[src/rtl/seg_xlate_pkg.sv]
package seg_xlate_pkg;

  typedef enum logic [2:0] {
    FLT_NONE   = 3'd0,
    FLT_NULL   = 3'd1,
    FLT_ABSENT = 3'd2,
    FLT_PROT   = 3'd3,
    FLT_LIMIT  = 3'd4
  } fault_e;

  typedef enum logic [2:0] {
    S_IDLE,
    S_RD_LO,
    S_WT_LO,
    S_RD_HI,
    S_WT_HI,
    S_CHECK,
    S_RESP
  } xl_state_e;

endpackage

[src/rtl/seg_desc_decode.sv]
module seg_desc_decode #(
  parameter int AW    = 32,
  parameter int LIMW  = 20,
  parameter int P_BIT = AW - 1,
  parameter int W_BIT = AW - 2
) (
  input  logic [AW-1:0]   word_lo,
  input  logic [AW-1:0]   word_hi,
  output logic [AW-1:0]   seg_base,
  output logic [LIMW-1:0] seg_limit,
  output logic            seg_present,
  output logic            seg_writable
);

  // Bits between the limit and the flags carry no meaning.
  logic unused_gap;
  assign unused_gap = ^word_hi[W_BIT-1:LIMW];

  assign seg_base     = word_lo;
  assign seg_limit    = word_hi[LIMW-1:0];
  assign seg_present  = word_hi[P_BIT];
  assign seg_writable = word_hi[W_BIT];

endmodule

[src/rtl/seg_fault_check.sv]
module seg_fault_check
  import seg_xlate_pkg::*;
#(
  parameter int AW   = 32,
  parameter int LIMW = 20
) (
  input  logic [AW-1:0]   seg_base,
  input  logic [LIMW-1:0] seg_limit,
  input  logic            seg_present,
  input  logic            seg_writable,
  input  logic [AW-1:0]   offset,
  input  logic            is_write,
  output fault_e          fault,
  output logic [AW-1:0]   lin_addr
);

  always_comb begin
    fault = FLT_NONE;
    if (!seg_present)                fault = FLT_ABSENT;
    else if (is_write && !seg_writable) fault = FLT_PROT;
    else if (offset > AW'(seg_limit))   fault = FLT_LIMIT;
    lin_addr = (fault == FLT_NONE) ? seg_base + offset : '0;
  end

endmodule

[src/rtl/seg_xlate.sv]
module seg_xlate
  import seg_xlate_pkg::*;
#(
  parameter int AW      = 32,
  parameter int SELW    = 16,
  parameter int IDX_LSB = 3,
  parameter int LIMW    = 20
) (
  input  logic            clk,
  input  logic            rst_n,
  input  logic [AW-1:0]   tbl_base,
  input  logic            req_valid,
  output logic            req_ready,
  input  logic [SELW-1:0] req_sel,
  input  logic [AW-1:0]   req_off,
  input  logic            req_write,
  output logic            rsp_valid,
  input  logic            rsp_ready,
  output logic [AW-1:0]   rsp_lin,
  output logic [2:0]      rsp_fault,
  output logic            mem_rd,
  input  logic            mem_gnt,
  output logic [AW-1:0]   mem_addr,
  input  logic            mem_rvalid,
  input  logic [AW-1:0]   mem_rdata
);

  localparam int IDXW       = SELW - IDX_LSB;
  localparam int WORD_BYTES = AW / 8;
  localparam int DESC_SHIFT = $clog2(2 * WORD_BYTES);

  xl_state_e       state;
  logic [AW-1:0]   off_q, addr_q, lo_q, hi_q, lin_q;
  logic            wr_q;
  fault_e          flt_q;
  logic [IDXW-1:0] idx;

  logic [AW-1:0]   d_base, c_lin;
  logic [LIMW-1:0] d_limit;
  logic            d_present, d_writable;
  fault_e          c_fault;

  // Requested privilege bits below the index are not used.
  logic unused_rpl;
  assign unused_rpl = ^req_sel[IDX_LSB-1:0];
  assign idx        = req_sel[SELW-1:IDX_LSB];

  seg_desc_decode #(.AW(AW), .LIMW(LIMW)) u_dec (
    .word_lo      (lo_q),
    .word_hi      (hi_q),
    .seg_base     (d_base),
    .seg_limit    (d_limit),
    .seg_present  (d_present),
    .seg_writable (d_writable)
  );

  seg_fault_check #(.AW(AW), .LIMW(LIMW)) u_chk (
    .seg_base     (d_base),
    .seg_limit    (d_limit),
    .seg_present  (d_present),
    .seg_writable (d_writable),
    .offset       (off_q),
    .is_write     (wr_q),
    .fault        (c_fault),
    .lin_addr     (c_lin)
  );

  always_ff @(posedge clk or negedge rst_n) begin
    if (!rst_n) begin
      state  <= S_IDLE;
      off_q  <= '0;
      addr_q <= '0;
      lo_q   <= '0;
      hi_q   <= '0;
      lin_q  <= '0;
      wr_q   <= 1'b0;
      flt_q  <= FLT_NONE;
    end else begin
      unique case (state)
        S_IDLE: if (req_valid) begin
          off_q  <= req_off;
          wr_q   <= req_write;
          addr_q <= tbl_base + (AW'(idx) << DESC_SHIFT);
          if (idx == '0) begin
            flt_q <= FLT_NULL;
            lin_q <= '0;
            state <= S_RESP;
          end else begin
            state <= S_RD_LO;
          end
        end
        S_RD_LO: if (mem_gnt) state <= S_WT_LO;
        S_WT_LO: if (mem_rvalid) begin
          lo_q  <= mem_rdata;
          state <= S_RD_HI;
        end
        S_RD_HI: if (mem_gnt) state <= S_WT_HI;
        S_WT_HI: if (mem_rvalid) begin
          hi_q  <= mem_rdata;
          state <= S_CHECK;
        end
        S_CHECK: begin
          flt_q <= c_fault;
          lin_q <= c_lin;
          state <= S_RESP;
        end
        S_RESP: if (rsp_ready) state <= S_IDLE;
        default: state <= S_IDLE;
      endcase
    end
  end

  assign req_ready = (state == S_IDLE);
  assign rsp_valid = (state == S_RESP);
  assign rsp_lin   = lin_q;
  assign rsp_fault = flt_q;
  assign mem_rd    = (state == S_RD_LO) || (state == S_RD_HI);
  assign mem_addr  = (state == S_RD_HI) ? addr_q + AW'(WORD_BYTES) : addr_q;

endmodule

[config.mk]
export PLATFORM = sky130hd
export DESIGN_NAME = seg_xlate
export DESIGN_NICKNAME = d
export VERILOG_FILES = /design/src/rtl/seg_xlate_pkg.sv /design/src/rtl/seg_desc_decode.sv /design/src/rtl/seg_fault_check.sv /design/src/rtl/seg_xlate.sv
export SDC_FILE = /design/constraint.sdc
export NUM_CORES = 1
export LEC_CHECK = 0
export BUFFER_PORTS_ARGS = -buffer_cell sky130_fd_sc_hd__buf_2
export CORE_MARGIN = 2
export CORE_UTILIZATION = 45
export DETAILED_ROUTE_END_ITERATION = 7
export GPL_TIMING_DRIVEN = 0
export PLACE_DENSITY = 0.77
export SETUP_SLACK_MARGIN = 0.3
export SLEW_MARGIN = 20
export SYNTH_ARGS = -nofsm -noshare
export SYNTH_HDL_FRONTEND = slang
export SYNTH_SLANG_ARGS = --single-unit
[constraint.sdc]
create_clock -name clk -period 4.45 [get_ports clk]
set_input_delay 0.445 -clock clk [delete_from_list [all_inputs] [get_ports clk]]
set_output_delay 0.445 -clock clk [all_outputs]
set_load 0.01 [all_outputs]
==> results of run 1 <==
## per-layer routing
layer	vias up	wire length, um	track usage [%]
li1	4043	-	-
met2	262	11400	37.6
met1	3756	10300	28.9
met3	32	1810	5.25
met4	4	425	6.05
met5	-	24	0
## critical path, delay by kind of cell, from the launching register on
kind | cells | cell delay, ns
AND/OR/NAND/NOR | 7 | 1.65
buffers and inverters | 2 | 0.33
XOR/XNOR | 1 | 0.17
flip-flops | 1 | 0.49
## placed cells by master (no fill, tap or decap), types with 4 or more instances in the layout
cell type	Yosys	layout
nand2_1	230	230
buf_2	4	188
dfrtp_1	157	157
o21ai_0	69	69
ha_1	65	65
xnor2_1	50	50
a21oi_1	50	50
inv_1	40	40
nor2_1	37	37
mux2_2	37	37
o21ai_1	33	33
clkbuf_1	30	32
xor2_1	27	27
nand4_1	21	21
nand3_1	19	19
clkbuf_16	0	17
a21o_1	16	16
and3_1	15	15
nor3_1	11	11
nor2b_1	9	9
o21bai_1	8	8
a211oi_1	8	8
nor4_1	8	8
o31ai_1	8	8
o21a_1	7	7
or2_2	5	5
a31oi_1	5	5
buf_1	4	4
nor3b_1	4	4
a22o_1	4	4
clkinv_2	0	4
## power by group through the flow
stage	registers (mW)	logic, mW	clock network, mW
floorplan	2.33	2.97	0
global placement	2.43	3.88	0
detailed placement	2.46	3.97	0
CTS	2.43	4.00	1.50
global route	2.51	4.49	1.57
finish	2.43	4.00	1.48
## what timing repair did
| item | in CTS | in global routing |
|---|---|---|
| setup buffers | 0 | 0 |
| hold buffers | 1 | 0 |
| endpoints found under the hold margin | 57 | 0 |
## logic make-up (layout without fill, tap and decap cells)
| kind of cell | count (synthesis) | count (layout) |
|---|---|---|
| fa+ha+maj | 67 | 67 |
| mux | 39 | 39 |
| compound gates | 238 | 238 |
| simple gates | 382 | 382 |
| other cells | 0 | 2 |
| flops | 157 | 157 |
| buf+inv | 81 | 300 |
| xor+xnor | 77 | 77 |
## state kept, by name, indices dropped and copies added (netlist names)
name and count:
hi_q 22, state 3, lo_q 32, wr_q 1, rsp_lin 32, addr_q 32
off_q 32, rsp_fault 3
## worst max-delay path by stage
stage                     cells after the start  slack, ns                       to            startpoint
after global routing                         10       0.67             mem_addr[31]  state[0]$_DFFE_PN0P_
after floorplan                              11       1.80   addr_q[21]$_DFFE_PN0P_           tbl_base[3]
after detailed placement                     10       1.34  rsp_lin[30]$_DFFE_PN0P_   lo_q[0]$_DFFE_PN0P_
after CTS                                    10       0.92             mem_addr[31]  state[0]$_DFFE_PN0P_
final                                        10       0.94             mem_addr[31]  state[0]$_DFFE_PN0P_
after global placement                        1       0.56   addr_q[22]$_DFFE_PN0P_                 rst_n
## area by class of cell
class | count | area (um^2)
Fill cell | 1813 | 9040
Multi-Input combinational cell | 803 | 5160
Sequential cell | 157 | 3930
Timing Repair Buffer | 187 | 973
Clock buffer | 21 | 460
Tap cell | 270 | 338
Buffer | 40 | 163
Inverter | 41 | 154
Clock inverter | 11 | 141
Antenna cell | 2 | 5.00
## metrics by stage
step,setup slack [ns],utilization (%),hold slack (ns),area (um^2)
floorplan,1.80,-,0.149,9400
global route,0.672,55.6,0.202,11300
CTS,0.921,55.6,0.197,11300
detailed placement,1.34,52.6,0.401,10700
global placement,0.565,52.4,0.461,10700
finish,0.941,55.6,0.214,11300
==> results.yml, run 1 <==
run_status:
  status: "completed"
critical_path:
  regToRegSetupSlack_ns: 1.37
  worstReg2RegStart: "off_q[0]$_DFFE_PN0P_"
  crit_path_top_delay_cell: "dfrtp_1"
  crit_fanout: 8
  critical_path_required_ns: 4.01
  worstPathCellList: "and3b_1, buf_2, and3_1, nand4_1, nor2_1, nand2_1, nor2_1, nand4_1, xnor2_1, buf_2"
  path_class: "reg2out"
  worstSetupEndpointType: "output port"
  reg2reg_depth: 10
  arrival_ns: 3.06
  slowest_delay_ns: 0.49
  cp-start-kind: "register"
  reg2reg_to: "rsp_lin[30]$_DFFE_PN0P_"
place:
  hpwl_um: 18900
  gp_congestion: 0.905
  dp_cells: 1497
  port_buffers: 185
clock_tree:
  clkSinkCount: 157
  cts-root-buf: "clkbuf_16"
  clockBufferDepth: 2
  clkLatencyLatePin_ns: 0.42
  cts-resized-gates: 0
  numCtsBuffers: 17
  clk_pin_slew_worst_paths_ns: 0.06
  cts_tree: "done"
  cts_max_level: 4
pwr:
  power.total_mw: 7.92
  ir_drop_v: 0.000269
  power_frac_seq_pct: 30.8
  internal-power_mw: 4.60
  combinationalPowerShare_pct: 50.5
  p_leak_nw: 5.56
  swShare_pct: 41.9
  p_per_area_nw_per_um2: 699
  power.clock.fraction_pct: 18.7
  power.switching_mw: 3.32
global_route:
  track_usage_pct: 22.3
  grt_max_degree: 101
  grt_pass1_vias: 7915
  antenna_found_initial: 4
  grt_pass1_wl_um: 39000
  globalRouteOverflowTotal: 0
route:
  dr.first_iter.drc_count: 405
  drt-total-wl_um: 23900
  wire_per_inst_um: 15.6
  antenna_left: 0
  viasPerCell: 5.29
  route.detailed.drc: 0
  via_count: 8097
  drtPass1Iterations: 5
logic_synthesis:
  ys_seq_elements: 157
  synth.most_common_cell: "nand2_1"
  syn-num-nets: 1227
  yosysTopAreaCell: "dfrtp_1"
  synth_commonest_cells: "nand2_1, dfrtp_1, o21ai_0, ha_1"
  synth_edf_count: 0
  netlist.area_leader.share_pct: 41.8
  avgSynthCellArea_um2: 9.03
  async_flop_share_pct: 100
  synthMuxAreaShare_pct: 4.64
  synth.cell_area_um2: 9400
  synth-adder-area-share_pct: 9.07
  netlist_instances: 1041
  synth_cell_types: 66
  synth-xor-area-share_pct: 7.17
  synth_compound_area_share_pct: 15.6
  yosys-top-cells-area: "dfrtp_1, nand2_1, ha_1"
  synth_top_family_by_area: "simple AND/OR/NAND/NOR gates"
  synth-simple-area-share_pct: 18.3
  yosysWarnings: 0
  seq_area_frac_synth_pct: 41.8
  ys.flop_type: "dfrtp_1"
layout:
  final_cells: 1532
  final_nets: 1433
  area_growth_pct: 20.4
  drive_gt1_share_pct: 21.7
sta:
  period_needed_ns: 3.51
  finalHoldViolCount: 0
  tightest_slew_ns: 0.767
  fin_setup_tns_ns: 0
  slew_violations: 0
  relSlewSlack_pct: 48.5
  rsz0062_at_grt: "no"
  fin_skew_ns: 0.0104
  period_share_pct: 78.8
  setup_violations: 0
  fmax_mhz: 285
floorplanning:
  die-area_um2: 22100
  initial_core_util_pct: 46.2
  core_um2: 20400
  io-pin-count: 189
  num_rows: 52
  die_w_um: 149
  die_h_um: 149
worst_hold_path:
  whs_path_depth: 3
  holdPathEnd: "addr_q[0]$_DFFE_PN0P_"
  min-delay-start: "tbl_base[0]"
  worst_hold_path_type: "in2reg"
job:
  cap_viol_max_count: 0
Power figures use the tool's default switching activity.
==> run 2: changes to the inputs <==
Clock period 4.45 ns to 3.6 ns, I/O delays scaled along.
==> run 2 against run 1 <==
  * Clock skew shrank 0.00094 ns
  * Sequential share of layout area decreased by 0.054 points
  * Wire length barely moved
  * Global-route usage barely moved
  * Non-clock buffer count up 1
  * Count of clock-buffer cells in the layout unchanged
  * Cell area is 0.19% higher
  * Combinational power up 23%
  * Critical path type unchanged
  * Setup slack worse by 0.50 ns
==> results.yml, run 2 (synthesized netlist as in run 1, its figures left out) <==
sta:
  period_needed_ns: 3.16
  fin_ws_ns: 0.445
  rsz0062_at_grt: "yes"
  slew_violations: 0
  fmax_mhz: 317
  period_share_pct: 87.6
  fin_setup_tns_ns: 0
  holdWs_ns: 0.129
  setup_violations: 0
  finalHoldViolCount: 0
  relSlewSlack_pct: 49.2
  tightest_slew_ns: 0.757
  fin_skew_ns: 0.00943
critical_path:
  path_class: "reg2out"
  path_common_cell: "buf_2"
  worstSetupEndpointType: "output port"
  arrival_ns: 2.80
  worstPathCellList: "buf_2, and3b_1, buf_2, and3_1, nand4_1, buf_4, nor2_4, nand2_1, nor2_1, nand4_1, xnor2_1, buf_2"
  crit_fanout: 7
  slowest_delay_ns: 0.32
  crit_path_top_delay_cell: "dfrtp_1"
  critical_path_required_ns: 3.24
  cp-start-kind: "register"
floorplanning:
  die_h_um: 149
  core_um2: 20400
  io-pin-count: 189
  num_rows: 52
  die_w_um: 149
  die-area_um2: 22100
  initial_core_util_pct: 46.2
clock_tree:
  cts_tree: "done"
  cts-root-buf: "clkbuf_16"
  clkLatencyLatePin_ns: 0.42
  clk_pin_slew_worst_paths_ns: 0.06
  numCtsBuffers: 17
  cts_max_level: 4
  clkSinkCount: 157
  clockBufferDepth: 2
global_route:
  grt_pass1_wl_um: 39000
  grt_max_degree: 101
  antenna_found_initial: 4
  track_usage_pct: 22.3
  globalRouteOverflowTotal: 0
  grt_pass1_vias: 7919
layout:
  fillCellCount: 1811
  final_nets: 1434
  layout_common_cells: "nand2_1, buf_2, dfrtp_1"
  drive_gt1_share_pct: 22.1
  final_common_cell: "nand2_1"
  area_growth_pct: 20.6
  final_cells: 1533
route:
  route.detailed.drc: 0
  drtPass1Iterations: 5
  via_count: 8086
  drt-total-wl_um: 24000
  viasPerCell: 5.27
  antenna_left: 0
  wire_per_inst_um: 15.6
  dr.first_iter.drc_count: 421
pwr:
  p_per_area_nw_per_um2: 862
  ir_drop_v: 0.000332
  p_leak_nw: 5.57
place:
  port_buffers: 185
  dp_slack_ns: 0.488
  hpwl_um: 18900
  dp_cells: 1497
  gp_congestion: 0.905
worst_hold_path:
  worst_hold_path_type: "in2reg"
run_status:
  status: "completed"
job:
  cap_viol_max_count: 0
[run 2: power breakdown]
| group | internal [mW] | switching (mW) | leakage [nW] |
|---|---|---|---|
| logic | 2.10 | 2.84 | 3.30 |
| registers | 2.46 | 0.549 | 1.98 |
| clock network | 1.12 | 0.708 | 0.289 |
[run 2: worst max-delay path: cells and delay by family, from the launching register on]
family,cells,cell delay [ns]
simple gates,7,1.20
xor+xnor,1,0.17
buf+inv,4,0.67
flops,1,0.32
[run 2: worst paths after layout]
path	slack (ns)	depth (start not counted)	from	endpoint
setup / recovery	0.44	12	state[1]$_DFFE_PN0P_	mem_addr[31]
hold / removal	0.13	3	tbl_base[0]	addr_q[0]$_DFFE_PN0P_
setup reg to reg	0.52	10	off_q[0]$_DFFE_PN0P_	rsp_lin[30]$_DFFE_PN0P_
hold reg to reg	0.47	2	addr_q[0]$_DFFE_PN0P_	addr_q[0]$_DFFE_PN0P_
max in group asynchronous	2.32	3	rst_n	state[0]$_DFFE_PN0P_
min in group asynchronous	0.45	2	rst_n	off_q[20]$_DFFE_PN0P_
[run 2: what timing repair did]
item,CTS,global route
endpoints found under the setup margin,6,7
hold buffers,1,0
resized for setup,2,3
setup buffers,0,1
hold endpoints to repair,57,0
[run 2: layout make-up]
| class | count | area (um^2) | area share, % |
|---|---|---|---|
| inverter | 41 | 154 | 1.36 |
| clock inverter | 11 | 141 | 1.25 |
| antenna | 2 | 5.00 | 0.0441 |
| buffer | 40 | 163 | 1.43 |
| timing repair buffer | 188 | 981 | 8.65 |
| sequential | 157 | 3930 | 34.6 |
| clock buffer | 21 | 460 | 4.06 |
| multi-input combinational | 803 | 5170 | 45.6 |
| tap | 270 | 338 | 2.98 |
[run 2: per-layer routing]
layer	GRT usage (%)	share of wire, %	up-vias	wire length, um
li1	-	-	4049	-
met1	28.9	43	3759	10300
met2	37.6	48	241	11500
met3	5.25	7.4	33	1770
met4	6.05	1.8	4	424
met5	0	0.10	-	24
[run 2: through the flow]
step / area [um^2] / power [mW] / util (%)
floorplan: 9400 / 6.55 / -
global placement: 10700 / 7.79 / 52.4
detailed placement: 10700 / 7.94 / 52.6
CTS: 11300 / 9.81 / 55.6
global route: 11300 / 10.6 / 55.7
finish: 11300 / 9.78 / 55.7
==> run 3: changes to the inputs <==
Clock period 3.6 ns to 3.2 ns, I/O delays scaled along.
==> run 3 against run 2 <==
  * Sequential power up 12%
  * Non-clock buffer count up 12
  * Worst hold slack worse by 0.044 ns
  * Critical endpoint unchanged
  * Highest routed layer unchanged
==> results.yml, run 3 (synthesized netlist as in run 1, its figures left out) <==
run_status:
  status: "completed"
pwr:
  ir_drop_v: 0.000374
  swShare_pct: 42.0
  power.switching_mw: 4.73
  power.total_mw: 11.2
  combinationalPowerShare_pct: 51.5
  internal-power_mw: 6.52
  p_leak_nw: 5.65
  power.clock.fraction_pct: 18.4
  power_frac_seq_pct: 30.1
  p_per_area_nw_per_um2: 974
sta:
  fin_setup_tns_ns: 0
  rsz0062_at_grt: "yes"
  fmax_mhz: 353
  period_share_pct: 88.6
  setup_violations: 0
  relSlewSlack_pct: 49.4
  finalHoldViolCount: 0
  period_needed_ns: 2.83
  holdWs_ns: 0.0848
  fin_skew_ns: 0.0111
  tightest_slew_ns: 0.753
  slew_violations: 0
global_route:
  grt_pass1_wl_um: 39200
  grt_max_degree: 101
  globalRouteOverflowTotal: 0
  track_usage_pct: 22.4
  antenna_found_initial: 4
  grt_pass1_vias: 7947
critical_path:
  reg2reg_depth: 10
  arrival_ns: 2.51
  worstPathCellList: "and3b_1, buf_6, and3_4, nand4_1, nor2_4, nand2_2, nor2_4, nand4_1, xnor2_1, buf_2"
  path_class: "reg2out"
  slowest_delay_ns: 0.40
  path_depth: 10
  cp-start-kind: "register"
  critPathTopFamily: "simple AND/OR/NAND/NOR gates"
  worstReg2RegStart: "off_q[15]$_DFFE_PN0P_"
  crit_fanout: 6
  cp-startpoint: "state[2]$_DFFE_PN0P_"
  critical_path.endpoint: "mem_addr[31]"
  worstSetupEndpointType: "output port"
  critical_path_buf_inv_count: 2
  crit_path_top_delay_cell: "dfrtp_1"
  critical_path_required_ns: 2.88
  reg2reg_to: "rsp_lin[27]$_DFFE_PN0P_"
  regToRegSetupSlack_ns: 0.43
clock_tree:
  clkLatencyLatePin_ns: 0.42
  clockBufferDepth: 2
  clkSinkCount: 157
  numCtsBuffers: 17
  clk_pin_slew_worst_paths_ns: 0.06
  cts-root-buf: "clkbuf_16"
  cts_tree: "done"
  cts_max_level: 4
layout:
  final_nets: 1446
  utilization_pct: 56.7
  layout_common_cells: "nand2_1, buf_2, dfrtp_1"
  drive_gt1_share_pct: 24.3
  final_common_cell: "nand2_1"
  postLayoutCellArea_um2: 11500
  area_growth_pct: 22.8
worst_hold_path:
  worst_hold_path_type: "in2reg"
  whs_path_depth: 3
floorplanning:
  num_rows: 52
  die_h_um: 149
  initial_core_util_pct: 46.2
  die-area_um2: 22100
  core_um2: 20400
  die_w_um: 149
  io-pin-count: 189
route:
  wire_per_inst_um: 15.7
  via_count: 8117
  drtPass1Iterations: 5
  route.detailed.drc: 0
  viasPerCell: 5.25
  dr.first_iter.drc_count: 383
  drt-total-wl_um: 24300
  antenna_left: 0
place:
  hpwl_um: 18900
  gp_congestion: 0.905
  port_buffers: 185
  postPlaceCellArea_um2: 10700
job:
  cap_viol_max_count: 0
[run 3: cell count changes in the layout (fill, tap and decap cells not counted), moves of 2 or more]
cell       before  now
buf_4           3   16
buf_2         188  185
buf_6           0    3
o21ai_1        33   30
a2111oi_0       3    1
a2111oi_1       0    2
a41oi_1         2    0
a41oi_2         0    2
nor2_1         34   32
nor2_4          1    3
o21ai_2         2    4
[run 3: worst min-delay path by stage]
stage,start,to,slack (ns)
floorplan,rst_n,addr_q[0]$_DFFE_PN0P_,0.02
global placement,addr_q[0]$_DFFE_PN0P_,addr_q[0]$_DFFE_PN0P_,0.46
detailed placement,rst_n,off_q[20]$_DFFE_PN0P_,0.28
CTS,tbl_base[1],addr_q[1]$_DFFE_PN0P_,0.07
global route,req_off[8],off_q[8]$_DFFE_PN0P_,0.08
finish,tbl_base[1],addr_q[1]$_DFFE_PN0P_,0.08
[run 3: power groups by stage]
stage | clock (mW) | sequential, mW | combinational, mW
6_report | 2.07 | 3.38 | 5.80
5_1_grt | 2.18 | 3.49 | 6.48
4_1_cts | 2.09 | 3.39 | 5.59
3_5_place_dp | 0 | 3.41 | 5.52
3_3_place_gp | 0 | 3.37 | 5.39
2_1_floorplan | 0 | 3.24 | 4.14
[run 3: what timing repair did]
item                                    CTS  global route
hold endpoints to repair                 57             0
setup buffers                             3            10
pin swaps                                 3            10
hold buffers                              1             0
resized for setup                        15            26
gates cloned                              0             0
endpoints found under the setup margin   29            39
[run 3: stage by stage]
stage	instances	worst slack [ns]
2_1_floorplan	1041	0.654
6_report	1545	0.366
3_3_place_gp	1496	-0.560
4_1_cts	1533	0.253
3_5_place_dp	1497	0.0883
5_1_grt	1543	0.203
[run 3: tightest hold or removal path, delay by kind of cell]
family	cells	cell delay [ns]
and+or+nand+nor	2	0.08
buffers and inverters	1	0.07
[run 3: cell type report]
class	count	area, um^2
Inverter	41	154
Clock buffer	21	460
Tap cell	270	338
Buffer	40	186
Fill cell	1798	8810
Sequential cell	157	3930
Timing Repair Buffer	200	1070
Multi-Input combinational cell	803	5260
Clock inverter	11	141
Antenna cell	2	5.00
[run 3: metal layers]
metal / share of wire, % / track usage (%) / vias up / routed length (um)
met1: 44 / 28.9 / 3780 / 10600
met3: 6.6 / 5.25 / 30 / 1600
met4: 1.6 / 6.38 / 4 / 395
met5: 0.099 / 0 / - / 24
li1: - / - / 4074 / -
met2: 48 / 37.8 / 229 / 11600
